File: config.mk
export PLATFORM = sky130hd
export DESIGN_NAME = alu4_slice
export DESIGN_NICKNAME = d
export VERILOG_FILES = /design/src/rtl/alu4_pkg.sv /design/src/rtl/alu4_bit_terms.sv /design/src/rtl/alu4_carry_la.sv /design/src/rtl/alu4_slice.sv
export SDC_FILE = /design/constraint.sdc
export NUM_CORES = 1
export LEC_CHECK = 0
export BUFFER_PORTS_ARGS = -buffer_cell sky130_fd_sc_hd__buf_2
export CORE_MARGIN = 2
export CORE_UTILIZATION = 32
export CTS_BUF_LIST = sky130_fd_sc_hd__clkbuf_8
export DETAILED_ROUTE_END_ITERATION = 8
export PLACE_DENSITY = 0.61
export SETUP_SLACK_MARGIN = 0.15
export SKIP_CTS_REPAIR_TIMING = 1
export SLEW_MARGIN = 0
export SYNTH_ARGS = -nofsm -noshare
export SYNTH_HDL_FRONTEND = slang
export SYNTH_SLANG_ARGS = --single-unit
export TNS_END_PERCENT = 10
File: constraint.sdc
create_clock -name clk -period 0.8 [get_ports clk]
set_input_delay 0.16 -clock clk [delete_from_list [all_inputs] [get_ports clk]]
set_output_delay 0.16 -clock clk [all_outputs]
set_load 0.005 [all_outputs]
File: src/rtl/alu4_pkg.sv
`timescale 1ns/1ps
package alu4_pkg;
    typedef logic [3:0] fsel_t;

    localparam fsel_t SEL_PASS = 4'b0000;
    localparam fsel_t SEL_SUB  = 4'b0110;
    localparam fsel_t SEL_ADD  = 4'b1001;
endpackage

File: src/rtl/alu4_bit_terms.sv
`timescale 1ns/1ps
module alu4_bit_terms #(
    parameter int WIDTH = 4
) (
    input  logic [WIDTH-1:0]   op_a,
    input  logic [WIDTH-1:0]   op_b,
    input  alu4_pkg::fsel_t    sel,
    output logic [WIDTH-1:0]   prop,
    output logic [WIDTH-1:0]   gen,
    output logic [WIDTH-1:0]   half
);
    for (genvar i = 0; i < WIDTH; i++) begin : g_bit
        logic x_n;
        logic y_n;
        // x_n: inverted propagate, y_n: inverted generate
        assign x_n     = ~(op_a[i] | (op_b[i] & sel[0]) | (~op_b[i] & sel[1]));
        assign y_n     = ~((op_a[i] & ~op_b[i] & sel[2]) | (op_a[i] & op_b[i] & sel[3]));
        assign prop[i] = ~x_n;
        assign gen[i]  = ~y_n;
        assign half[i] = x_n ^ y_n;
    end
endmodule

File: src/rtl/alu4_carry_la.sv
`timescale 1ns/1ps
module alu4_carry_la #(
    parameter int WIDTH = 4
) (
    input  logic [WIDTH-1:0] prop,
    input  logic [WIDTH-1:0] gen,
    input  logic             cin,
    output logic [WIDTH:0]   carry,
    output logic             grp_g,
    output logic             grp_p
);
    // AND of prop[lo .. hi-1]; 1 when the span is empty
    function automatic logic span_and(input logic [WIDTH-1:0] p, input int lo, input int hi);
        logic r;
        r = 1'b1;
        for (int k = 0; k < WIDTH; k++) begin
            if (k >= lo && k < hi) r = r & p[k];
        end
        return r;
    endfunction

    always_comb begin
        for (int i = 0; i <= WIDTH; i++) begin
            carry[i] = cin & span_and(prop, 0, i);
            for (int j = 0; j < WIDTH; j++) begin
                if (j < i) carry[i] = carry[i] | (gen[j] & span_and(prop, j + 1, i));
            end
        end
        grp_g = 1'b0;
        for (int j = 0; j < WIDTH; j++) begin
            grp_g = grp_g | (gen[j] & span_and(prop, j + 1, WIDTH));
        end
        grp_p = &prop;
    end
endmodule

File: src/rtl/alu4_slice.sv
`timescale 1ns/1ps
module alu4_slice #(
    parameter int WIDTH = 4
) (
    input  logic             clk,
    input  logic             rst_n,
    input  logic [WIDTH-1:0] op_a,
    input  logic [WIDTH-1:0] op_b,
    input  logic [3:0]       fsel,
    input  logic             logic_mode,
    input  logic             carry_in_n,
    output logic [WIDTH-1:0] res_f,
    output logic             carry_out_n,
    output logic             grp_gen_n,
    output logic             grp_prop_n,
    output logic             eq_all
);
    typedef struct packed {
        logic [WIDTH-1:0] f;
        logic             cout_n;
        logic             gen_n;
        logic             prop_n;
        logic             eq;
    } slice_out_t;

    logic [WIDTH-1:0] prop;
    logic [WIDTH-1:0] gen;
    logic [WIDTH-1:0] half;
    logic [WIDTH:0]   carry;
    logic             grp_g;
    logic             grp_p;
    slice_out_t       out_d;
    slice_out_t       out_q;

    alu4_bit_terms #(.WIDTH(WIDTH)) u_terms (
        .op_a (op_a),
        .op_b (op_b),
        .sel  (fsel),
        .prop (prop),
        .gen  (gen),
        .half (half)
    );

    alu4_carry_la #(.WIDTH(WIDTH)) u_carry (
        .prop  (prop),
        .gen   (gen),
        .cin   (~carry_in_n),
        .carry (carry),
        .grp_g (grp_g),
        .grp_p (grp_p)
    );

    always_comb begin
        out_d.f      = half ^ (carry[WIDTH-1:0] | {WIDTH{logic_mode}});
        out_d.cout_n = ~carry[WIDTH];
        out_d.gen_n  = ~grp_g;
        out_d.prop_n = ~grp_p;
        out_d.eq     = &out_d.f;
    end

    always_ff @(posedge clk or negedge rst_n) begin
        if (!rst_n) out_q <= '0;
        else        out_q <= out_d;
    end

    assign res_f       = out_q.f;
    assign carry_out_n = out_q.cout_n;
    assign grp_gen_n   = out_q.gen_n;
    assign grp_prop_n  = out_q.prop_n;
    assign eq_all      = out_q.eq;
endmodule

* Word-level counts from Yosys, hierarchy flattened
Cells that the tools add are included.
Word-level totals: flip-flop bits (word level) 8, input port bits 16, output and inout bits 8, logic and storage cells 94
Operators by class: bitwise operators 87, reductions and logical operators 2
Operators with widths (count):
- $and A1 B1 Y1 | 40
- $or A1 B1 Y1 | 25
- $not A1 Y1 | 16
- $reduce_and A4 Y1 | 2
- $or A4 B4 Y4 | 1
- $xor A1 B1 Y1 | 4
- $xor A4 B4 Y4 | 1

* Logic depth before layout (Yosys ltp)
Gate-level depths: netlist of the first run.
depth in word-level cells 12, mapped depth 6, mapped depth without buffers 6

* By module
Synthesis of the first run repeated with hierarchy kept, for this count alone.
Second synthesis, totals: cells, all modules 55, area total of the unflattened synthesis 578.1 µm²
By module, submodules not included:
- alu4_slice | times used 1, cells each 21, area an instance 274.0 µm², seq. area each 200.2 µm²
- alu4_bit_terms | times used 1, cells each 22, area an instance 237.7 µm², seq. area each 0.0 µm²
- alu4_carry_la | times used 1, cells each 12, area an instance 66.3 µm², seq. area each 0.0 µm²

* Worst setup path after synthesis of the first run
Ideal clock, no wire load.
path kind input to register, from input port op_b[1], to register out_q (netlist bit eq_all), library setup time 0.120 ns, arrival 1.433 ns, data required time 0.680 ns, path slack -0.753 ns, stages 6, buffers on the path 0, cells stage by stage mux2_4 > o211ai_2 > o2111ai_1 > a2111oi_4 > xnor2_1 > and3_1
RTL lines:
- from (decl) | line alu4_slice.sv:8 | input logic [WIDTH-1:0] op_b,
- to (signal assigned) | line alu4_slice.sv:63 | else out_q <= out_d;
- to (decl) | line alu4_slice.sv:33 | slice_out_t out_q;

==> results.txt, run 1 <==
The flow ran to the end, but the final reports show violations. The final reports fail on negative setup slack. The synthesis warning total came out at 0.

The number of remaining DRC errors is 0. The synthesized net count came out at 73. The post-detailed-placement half-perimeter wirelength came out at 1130 microns.

The placer's final routability congestion estimate came out at 0.812. The peak fanout along the critical path came out at 3. The register share of total power is 0.333. After synthesis, the mean cell area works out to 10.4 sq um. The detailed-router iteration count before antenna repair is 2. The final-report setup violation count came out at 16. For the pin with the worst max-slew slack, the measured transition is 0.411 ns. The required time reported for the critical path endpoint came out at 0.95 ns. Tracing the worst setup path back leads to its startpoint at op_b[1]. The core box area came out at 1730 sq um. The largest total area in the synthesized netlist belongs to sky130_fd_sc_hd__dfrtp_1.

Yosys attributes the largest share of cell area to sky130_fd_sc_hd__dfrtp_1 (34%), sky130_fd_sc_hd__a2111oi_4 (4.7%), sky130_fd_sc_hd__mux4_1 (4.4%). The starting density of the core is 0.343. The fraction of registers with async set or reset after synthesis is 1.00. The critical path launch point type is an input port.

The maximum clock frequency came out at 702 MHz. The max-cap check violation count is 0. The initial antenna violation count is 0. STA puts the critical path data arrival time at 1.57 ns. The synthesized netlist occupies a cell area of 592 sq um. The worst-case IR drop observed on VDD is 0.000518 V. Wire segments on met3 add up to 79 microns in the final route. The final-layout fill cell count came out at 173. The area growth from synthesis to layout is 66.4%. The wire length reported by the detailed router came out at 1310 microns. The routed length per placed instance came out at 10.2 microns. The number of failing hold endpoints at the final stage is 0. The count of nets left with antenna violations once routing finished came out at 0. The count of different cell masters after synthesis is 29. Across every metal layer, demand over resource in global routing totals 0.138. CTS built an H-tree with a depth of 1. The final layout net count came out at 121. The number of global-route vias before repair is 564. The summed area of non-filler cells in the final layout came out at 985 sq um. In this run the clock root is driven by a sky130_fd_sc_hd__clkbuf_8. The proportion of synthesized chip area in sequential cells came out at 0.338. Summed over all layers, the global routing overflow is 0. The vertical die dimension came out at 47.0 microns. The number of synthesized flops with an enable pin came out at 0.

The internal portion of total power came out at 1.06 mW. After detailed routing, no signal wire sits above met4. Once placement finished, the instance area stood at 887 sq um.

After synthesis, the most frequently instantiated cells are sky130_fd_sc_hd__dfrtp_1 (8), sky130_fd_sc_hd__inv_1 (4), sky130_fd_sc_hd__nor2b_1 (4), sky130_fd_sc_hd__o21ai_0 (4). In this run, the number of DRC markers left after iteration 0 of detailed routing was 5. The detailed router put a total of 548 microns of wire on met1.

The number of port buffers is 23. Setup repair after global routing could not meet its margin everywhere. The tightest slew margin relative to the limit is 0.724.

The post-synthesis register bit count is 8. In the final layout, the share of cells above drive strength 1 is 0.602. The die is 47.0 microns wide. Across all setup checks in the final design, the least slack found is -0.625 ns. TritonCTS built the clock tree. The number of standard-cell rows in the floorplan is 15. The antenna diode count came out at 0.

The first-pass GRT wire length came out at 2130 microns. The sum of met2 wire segment lengths after detailed routing is 665 microns. Entering global routing, the biggest net connects 9 pins. The final design utilization is 0.570.

The ratio of final minimum period to clock period is 1.78. The power density of the placed cells is 1440 nW/um^2. By startpoint and endpoint, the worst setup path is classified as input port to flop.

The fraction of power spent switching nets came out at 0.251. The worst setup path is captured at a flop. The analysis attributes to net switching a power of 0.357 mW.

The full die area came out at 2210 sq um. The kind of path behind the tightest hold check is input port to asynchronous set/reset pin. The total vias in the final route is 607.

The shortest clock period the worst path allows after layout came out at 1.42 ns. The top-level port count came out at 24. The number of buffers on the longest clock path came out at 2. The number of clock buffers added by TritonCTS is 3. The count of pins over their slew limit came out at 0.

The number of instances in the synthesized netlist came out at 57. The static power due to leakage is 0.472 nW. The most instantiated flip-flop cell in the synthesis netlist is sky130_fd_sc_hd__dfrtp_1.

Using the TritonRoute via totals, the vias-per-cell ratio works out to 4.74. Clock-pin slew was measured on the worst setup and hold paths at 0.04 ns. The clock net in this run drives a total of 8 sinks. The part of the power in the clock network is 0.322. The share of total power dissipated in combinational logic is 0.345.

The top cell type's share of synthesized area came out at 0.338. Yosys instantiated no cell more often than sky130_fd_sc_hd__dfrtp_1.
[state kept, by name, summed over array words and instances (netlist names)]
| signal | count |
|---|---|
| carry_out_n | 1 |
| res_f | 4 |
| eq_all | 1 |
| grp_gen_n | 1 |
| grp_prop_n | 1 |
[cells by family (layout without fill, tap and decap cells)]
family	count (synthesis)	in the layout	synth area share
compound gates	16	16	0.233
mux	7	7	0.180
flops	8	8	0.338
simple gates	17	17	0.150
xor+xnor	5	5	0.0740
buf+inv	4	50	0.0254
[critical path, cell delays in order]
cell	delay (ns)
sky130_fd_sc_hd__buf_8	0.10
sky130_fd_sc_hd__mux2_4	0.30
sky130_fd_sc_hd__o211ai_2	0.17
sky130_fd_sc_hd__o2111ai_2	0.17
sky130_fd_sc_hd__a21o_2	0.24
sky130_fd_sc_hd__or2_2	0.30
sky130_fd_sc_hd__a21oi_2	0.14
[power by group through the flow]
stage                     clock network [mW]  logic (mW)  registers [mW]
after floorplan                            0       0.203           0.492
after global placement                     0       0.453           0.478
after detailed placement                   0       0.457           0.479
after CTS                              0.472       0.458           0.474
after global routing                   0.494       0.547           0.479
final                                  0.457       0.490           0.473
[layout by cell type (no fill, tap or decap), types with 2 or more instances in the layout]
cell,instances
sky130_fd_sc_hd__a21oi_2,2
sky130_fd_sc_hd__buf_2,21
sky130_fd_sc_hd__buf_4,19
sky130_fd_sc_hd__clkbuf_8,3
sky130_fd_sc_hd__dfrtp_1,8
sky130_fd_sc_hd__inv_1,4
sky130_fd_sc_hd__mux2_4,2
sky130_fd_sc_hd__mux2i_1,2
sky130_fd_sc_hd__nand2_1,3
sky130_fd_sc_hd__nor2_2,2
sky130_fd_sc_hd__nor2b_1,3
sky130_fd_sc_hd__o21ai_0,3
sky130_fd_sc_hd__or2_2,2
sky130_fd_sc_hd__xnor2_1,3
sky130_fd_sc_hd__xor2_1,2
[worst max-delay path by stage]
stage / to / cells past startpoint / slack (ns)
after floorplan: carry_out_n / 6 / -0.67
after global routing: eq_all / 7 / -0.70
after global placement: carry_out_n / 7 / -0.85
after CTS: carry_out_n / 7 / -0.65
final: carry_out_n / 7 / -0.62
after detailed placement: carry_out_n / 7 / -0.88
[cell type report]
type                       count  area, sq um  area share
multi-input combinational     45          413       0.419
timing repair buffer          43          284       0.288
sequential                     8          200       0.203
clock buffer                   3         41.3      0.0419
tap                           25         31.3      0.0318
inverter                       4         15.0      0.0152
[stage by stage]
step / power (mW) / cells / setup TNS (ns) / hold WS, ns / setup slack [ns]
2_1_floorplan: 0.696 / 57 / -3.28 / -0.136 / -0.666
5_1_grt: 1.52 / 128 / -4.15 / 0.317 / -0.697
3_5_place_dp: 0.936 / 124 / -5.15 / -0.00129 / -0.880
3_3_place_gp: 0.931 / 124 / -5.08 / 0.00192 / -0.851
6_report: 1.42 / 128 / -3.36 / 0.298 / -0.625
4_1_cts: 1.40 / 127 / -3.70 / -0.239 / -0.651
[metal layers]
layer,up-vias,global-route usage
met3,2,0.0231
li1,302,-
met5,-,0
met1,280,0.150
met2,23,0.255
met4,0,0.0667
Power figures use the tool's default switching activity.
==> run 2, diff against run 1 <==
Settings changed: REMOVE_ABC_BUFFERS set to 1.
==> run 2 against run 1 <==
Core utilization grew 3.5 points; highest routed layer is now met3; final cell count grew 3.1%; largest cell class unchanged; the flow still finishes with violations (negative setup slack); total power grew 4.5%; setup slack lost 0.071 ns; critical path depth is the same; clock power shrank 1%; wire length grew 7.6%.
==> results.txt, run 2 (synthesis gave the netlist of run 1 again) <==
The clock slew seen by the registers of the worst setup and hold paths is 0.04 ns. The core box area came out at 1730 sq um. The first global-routing pass estimated 2330 microns of wire. Summed over all layers, the routed wires come to 1410 microns. 24 I/O pins were placed.

The shortest clock period the worst path allows after layout is 1.50 ns. Entering global routing, the biggest net connects 9 pins. The number of flip-flops in the largest register is 4. The worst setup path is captured at a flop.

The total placed instance area came out at 903 sq um. The worst-case setup margin in the final layout is -0.696 ns. The worst-margin pin slew is 0.479 ns. By startpoint and endpoint, the worst setup path is classified as input port to flop. The checks that failed: negative setup slack.

The total vias in the final route is 594. The DRC violation total after the first TritonRoute iteration came out at 2. The final-report setup violation count came out at 16. The count of nets left with antenna violations once routing finished came out at 0.

The tightest slew margin relative to the limit is 0.678. From bottom edge to top edge, the die measures 47.0 microns. The count of pins over their slew limit is 0. The ratio of final minimum period to clock period is 1.87. The tightest min-delay check is of the input port to asynchronous set/reset pin type. Setup repair after global routing could not meet its margin everywhere. The maximum vdd ir drop is 0.000596 V.

The clock drives 8 sinks. The TritonCTS clock tree is built. The net count of the finished layout is 125. The max-cap check violation count came out at 0.

The initial antenna violation count is 0. The number of remaining DRC errors is 0. Input and output buffers added on the ports amount to 23. The proportion of layout cells with a drive suffix above 1 is 0.654.

The area growth from synthesis to layout is 76.5%. The full die area is 2210 sq um. The arrival time of the worst setup path is 1.60 ns.

The antenna diode count came out at 0. The run finished, with violations left. Row generation in the floorplan step produced 15 rows.

The CTS buffer count came out at 3. The static power due to leakage is 0.503 nW. The launching instance or port of the critical path is op_b[1]. In the layout the commonest cells are sky130_fd_sc_hd__buf_2 (22), sky130_fd_sc_hd__buf_4 (22), sky130_fd_sc_hd__dfrtp_1 (8).

The total number of H-tree levels came out at 1. The maximum clock frequency is 669 MHz. In this run the worst path has a maximum fanout of 3. The number of buffers on the longest clock path came out at 2. The leftover overflow at the end of global routing is 0. The summed area of non-filler cells in the final layout came out at 1040 sq um. The worst setup path is launched from an input port.

For this configuration, the core starts out at a cell density of 0.343. The global router's overall resource usage came out at 0.147. The placer's final routability congestion estimate came out at 0.826. The width of the die is 47.0 microns. The detailed-router iteration count before antenna repair is 2. Dividing the detail-routed wire length by the instance count gives 10.7 microns. Data on the critical path is required at its endpoint by 0.91 ns. The smallest hold slack is 0.304 ns. The cell sitting at the root of the clock tree is a sky130_fd_sc_hd__clkbuf_8. The number of global-route vias before repair came to 580. Using the TritonRoute via totals, the vias-per-cell ratio works out to 4.50. Power spread over the standard cell area amounts to 1420 nW/um^2. The critical path endpoint is eq_all.

The number of failing hold endpoints at the final stage is 0.
run 2: worst min path at each step:
stage	startpoint	to	slack, ns	depth (start not counted)
floorplan	rst_n	carry_out_n	-0.14	0
global placement	rst_n	res_f[2]	0.004	1
detailed placement	rst_n	res_f[1]	-0.0008	1
CTS	rst_n	res_f[1]	-0.24	1
global route	rst_n	res_f[3]	0.33	2
finish	rst_n	res_f[1]	0.30	2
run 2: cell type report:
class / instances / area, sq um
fillers: 172 / 682
multi-input cells: 45 / 445
repair buffers: 47 / 312
flip-flops and latches: 8 / 200
clock buffers: 3 / 41.3
well taps: 25 / 31.3
inverters: 4 / 15.0
run 2: routing by layer:
layer  vias up  wire length (microns)  GRT usage
met4         0                      0     0.0667
met5         -                      0          0
li1        315                      -          -
met3         0                     70     0.0269
met1       258                    557      0.168
met2        21                    782      0.263
run 2: per-stage QoR:
stage | util | total power, mW | std cells | setup TNS, ns | setup slack (ns)
after floorplan | - | 0.691 | 57 | -3.58 | -0.753
after global placement | 0.523 | 0.950 | 127 | -5.90 | -0.948
after detailed placement | 0.523 | 0.956 | 127 | -6.17 | -1.03
after CTS | 0.547 | 1.42 | 130 | -4.76 | -0.809
after global routing | 0.605 | 1.57 | 132 | -4.55 | -0.763
final | 0.605 | 1.48 | 132 | -3.96 | -0.696
run 2: power by group:
part	leakage, nW	internal (mW)	switching [mW]
logic	0.387	0.322	0.236
registers	0.0947	0.463	0.0102
clock network	0.0216	0.323	0.128
total	0.503	1.11	0.375
run 2: worst max-delay path, cell delays in order:
cell,delay [ns]
sky130_fd_sc_hd__buf_8,0.10
sky130_fd_sc_hd__mux2_4,0.30
sky130_fd_sc_hd__o211ai_2,0.20
sky130_fd_sc_hd__o2111ai_2,0.19
sky130_fd_sc_hd__a2111oi_4,0.35
sky130_fd_sc_hd__xnor2_1,0.13
sky130_fd_sc_hd__and3_1,0.18
==> run 3, diff against run 2 <==
Settings changed: ABC_AREA set to 1, REMOVE_ABC_BUFFERS 1 to not set.
==> run 3 against run 2 <==
The run still ends with negative setup slack left; global-route usage is 2.5 points lower; die area down 1.5%; wire length is 5.5% lower; non-clock buffer count shrank 17; sequential power fell by 1%; core utilization is 5.7 points lower; via count is 5.7% higher; combinational power is 18% lower; first-iteration DRC count increased by 50%; flip-flop and latch count did not move; synthesized cell count rose by 56%; hold slack worse by 0.097 ns.
==> results.txt, run 3 <==
The CTS buffer count came out at 3. The register with the most flip-flops in the layout has 4 of them. The area growth from synthesis to layout is 62.6%. The starting density of the core came out at 0.337. The peak fanout along the critical path came out at 4.

The cell count of the worst hold path is 3. A synthesized cell averages 6.54 sq um. The static power due to leakage is 0.544 nW. Summed over all nets, the switching power comes to 0.382 mW. The synthesis warning total is 0. The cell area after synthesis is 582 sq um.

The antenna diode count is 0. The synthesized net count is 105. Setup repair after global routing could not meet its margin everywhere.

The fraction of power spent switching nets came out at 0.277. The number of global-route vias before repair is 490. The area share of fa/ha/maj cells after synthesis came out at 0. The via-per-instance ratio is 4.27. The number of antenna-violating nets in the routed design is 0. The most frequent cell after synthesis is sky130_fd_sc_hd__nand2_1. The post-synthesis share of cell area spent on and, or, nand and nor gates came out at 0.469. In this design, the largest share of critical-path delay is due to simple AND/OR/NAND/NOR gates. The library cells used most frequently in the layout, excluding fill and tap cells, are sky130_fd_sc_hd__nand2_1 (18), sky130_fd_sc_hd__inv_1 (17), sky130_fd_sc_hd__buf_2 (16).

The checks that failed: negative setup slack. The min-delay analysis places its worst path in the category input port to flop. During I/O placement, the number of pins put on the boundary was 24. Input and output buffers added on the ports amount to 23. VDD sags by at most 0.000544 V. After detailed routing, the total wire length is 1330 microns. The worst-margin pin slew is 0.259 ns. The count of different cell masters after synthesis is 16. The number of instances in the synthesized netlist came out at 89. The pin count of the biggest net entering global routing is 9. Walking the worst path, the cells encountered are buf_8 -> o211ai_1 -> nand2_2 -> nor2_4 -> nand2_1 -> nand2_1 -> nand2_2 -> nor2_2. Data on the critical path arrives at its endpoint at 1.03 ns.

The die covers 2180 sq um. The part of the total power dissipated in combinational logic is 0.332. The shortest clock period the worst path allows after layout is 0.875 ns. The max-cap check violation count is 0. Setup slack on the critical path of the routed design comes to -0.0755 ns. In this run the number of H-tree levels came out at 1.

The number of synthesized flops with an enable pin is 0. In the synthesized netlist the dominant register cell turns out to be sky130_fd_sc_hd__dfrtp_1. The post-synthesis register bit count is 8.

The DRC violation total after the first TritonRoute iteration came out at 3. The number of failing hold endpoints at the final stage is 0. The final design utilization is 0.548. The final-report setup violation count is 11.

The internal portion of total power came out at 0.995 mW. The floorplan step defined a core boundary enclosing 1730 sq um. The proportion of synthesized chip area in sequential cells is 0.344. The critical path's largest stage delay is 0.25 ns. The number of remaining DRC errors is 0. TritonCTS built the clock tree. Counting every sink on the clock net gives 8. The count of pins over their slew limit is 0. After synthesis, the most frequently instantiated cells are sky130_fd_sc_hd__nand2_1 (25), sky130_fd_sc_hd__inv_1 (21), sky130_fd_sc_hd__nor2_1 (9). The top cell type's share of synthesized area is 0.344. The first global-routing pass estimated 1820 microns of wire. The critical path depth is 8. The final layout net count came out at 140.

In this run the cell area measured after placement is 766 sq um. The required time reported for the critical path endpoint came out at 0.95 ns. In the post-synthesis netlist, the biggest area contributors are sky130_fd_sc_hd__dfrtp_1 (34%), sky130_fd_sc_hd__nand2_1 (16%), sky130_fd_sc_hd__inv_1 (14%). The worst setup path is of the input port to flop kind.

The vertical die dimension is 46.6 microns. The part of the power in the clock network came out at 0.329. The tightest slew margin relative to the limit came out at 0.827. The routed length per placed instance is 9.07 microns. The number of standard-cell rows in the floorplan came out at 15. The largest individual stage delay along the critical path comes from the cell sky130_fd_sc_hd__o211ai_1. The share of synthesized area spent on multiplexers came out at 0. The maximum clock frequency came out at 1140 MHz.

The summed area of non-filler cells in the final layout is 946 sq um. Leaving out fill and tap cells, the most frequent cell in the layout is sky130_fd_sc_hd__nand2_1. The complex-gate fraction of the synthesized area is 0.0301. The run finished, with violations left.

The register share of total power is 0.338. The placer's final routability congestion estimate came out at 0.725. Of all cell types, the one taking the most synthesized area is sky130_fd_sc_hd__dfrtp_1.

The power density of the placed cells came out at 1460 nW/um^2. No sink is reached through more buffers than the 2 on the longest clock path. The worst setup path is captured at a flop. STA classifies the critical path startpoint as an input port. The total vias in the final route came out at 628. The leftover overflow at the end of global routing is 0. The width of the die came out at 46.6 microns. The worst path buffer plus inverter count is 1. The ratio of final minimum period to clock period came out at 1.09. By area, the combinational part of the netlist is dominated by simple AND/OR/NAND/NOR gates. The root buffer cell chosen for the clock tree is sky130_fd_sc_hd__clkbuf_8. The post-detailed-placement half-perimeter wirelength came out at 1070 microns.

Of the total synthesized cell area, the portion taken by XOR and XNOR cells is 0.0151. The fraction of registers with async set or reset after synthesis is 1.00. The first detailed-routing pass ran for 2 iterations. In the global route stage, overall resource usage came out at 0.122. The proportion of layout cells with a drive suffix above 1 is 0.516. The clock slew seen by the registers of the worst setup and hold paths is 0.04 ns. The initial antenna violation count is 0.
==> run 3: worst min-delay path: cells and delay by family <==
kind	cells	cell delay [ns]
buffers and inverters	1	0.09
AND/OR/NAND/NOR	2	0.13
==> run 3: layout make-up <==
class / count / area, sq um
multi-input cells: 59 / 372
flip-flops and latches: 8 / 200
inverters: 22 / 87.6
well taps: 25 / 31.3
repair buffers: 30 / 214
fillers: 173 / 781
clock buffers: 3 / 41.3
==> run 3: power groups by stage <==
stage	logic (mW)	clock network, mW	registers, mW
5_1_grt	0.512	0.493	0.474
6_report	0.458	0.453	0.466
2_1_floorplan	0.212	0	0.484
4_1_cts	0.379	0.468	0.467
3_5_place_dp	0.378	0	0.472
3_3_place_gp	0.370	0	0.472
==> run 3: through the flow <==
stage / std cells / hold WS, ns / setup slack, ns / total power, mW / setup TNS [ns]
2_1_floorplan: 89 / -0.136 / -0.0812 / 0.695 / -0.260
3_3_place_gp: 140 / 0.00274 / -0.315 / 0.842 / -1.69
3_5_place_dp: 140 / 0.00348 / -0.359 / 0.850 / -1.85
4_1_cts: 143 / -0.232 / -0.129 / 1.31 / -0.728
5_1_grt: 147 / 0.224 / -0.175 / 1.48 / -1.09
6_report: 147 / 0.206 / -0.0755 / 1.38 / -0.493
==> run 3: logic make-up after synthesis <==
family,Yosys count
AO/OA/AOI/OAI,3
XOR/XNOR,1
AND/OR/NAND/NOR,55
flip-flops,8
buffers and inverters,22
==> run 3: routing by layer <==
layer | wire length [microns] | vias up | global-route usage
li1 | - | 332 | -
met1 | 448 | 271 | 0.105
met2 | 779 | 23 | 0.239
met3 | 93 | 2 | 0.0275
met4 | 12 | 0 | 0.0833
met5 | 0 | - | 0
==> run 3: final timing paths <==
kind	startpoint	to	slack, ns
min in group asynchronous	rst_n	eq_all	0.31
max in group asynchronous	rst_n	res_f[3]	0.33
hold / removal	carry_in_n	carry_out_n	0.21
setup / recovery	op_b[2]	eq_all	-0.08
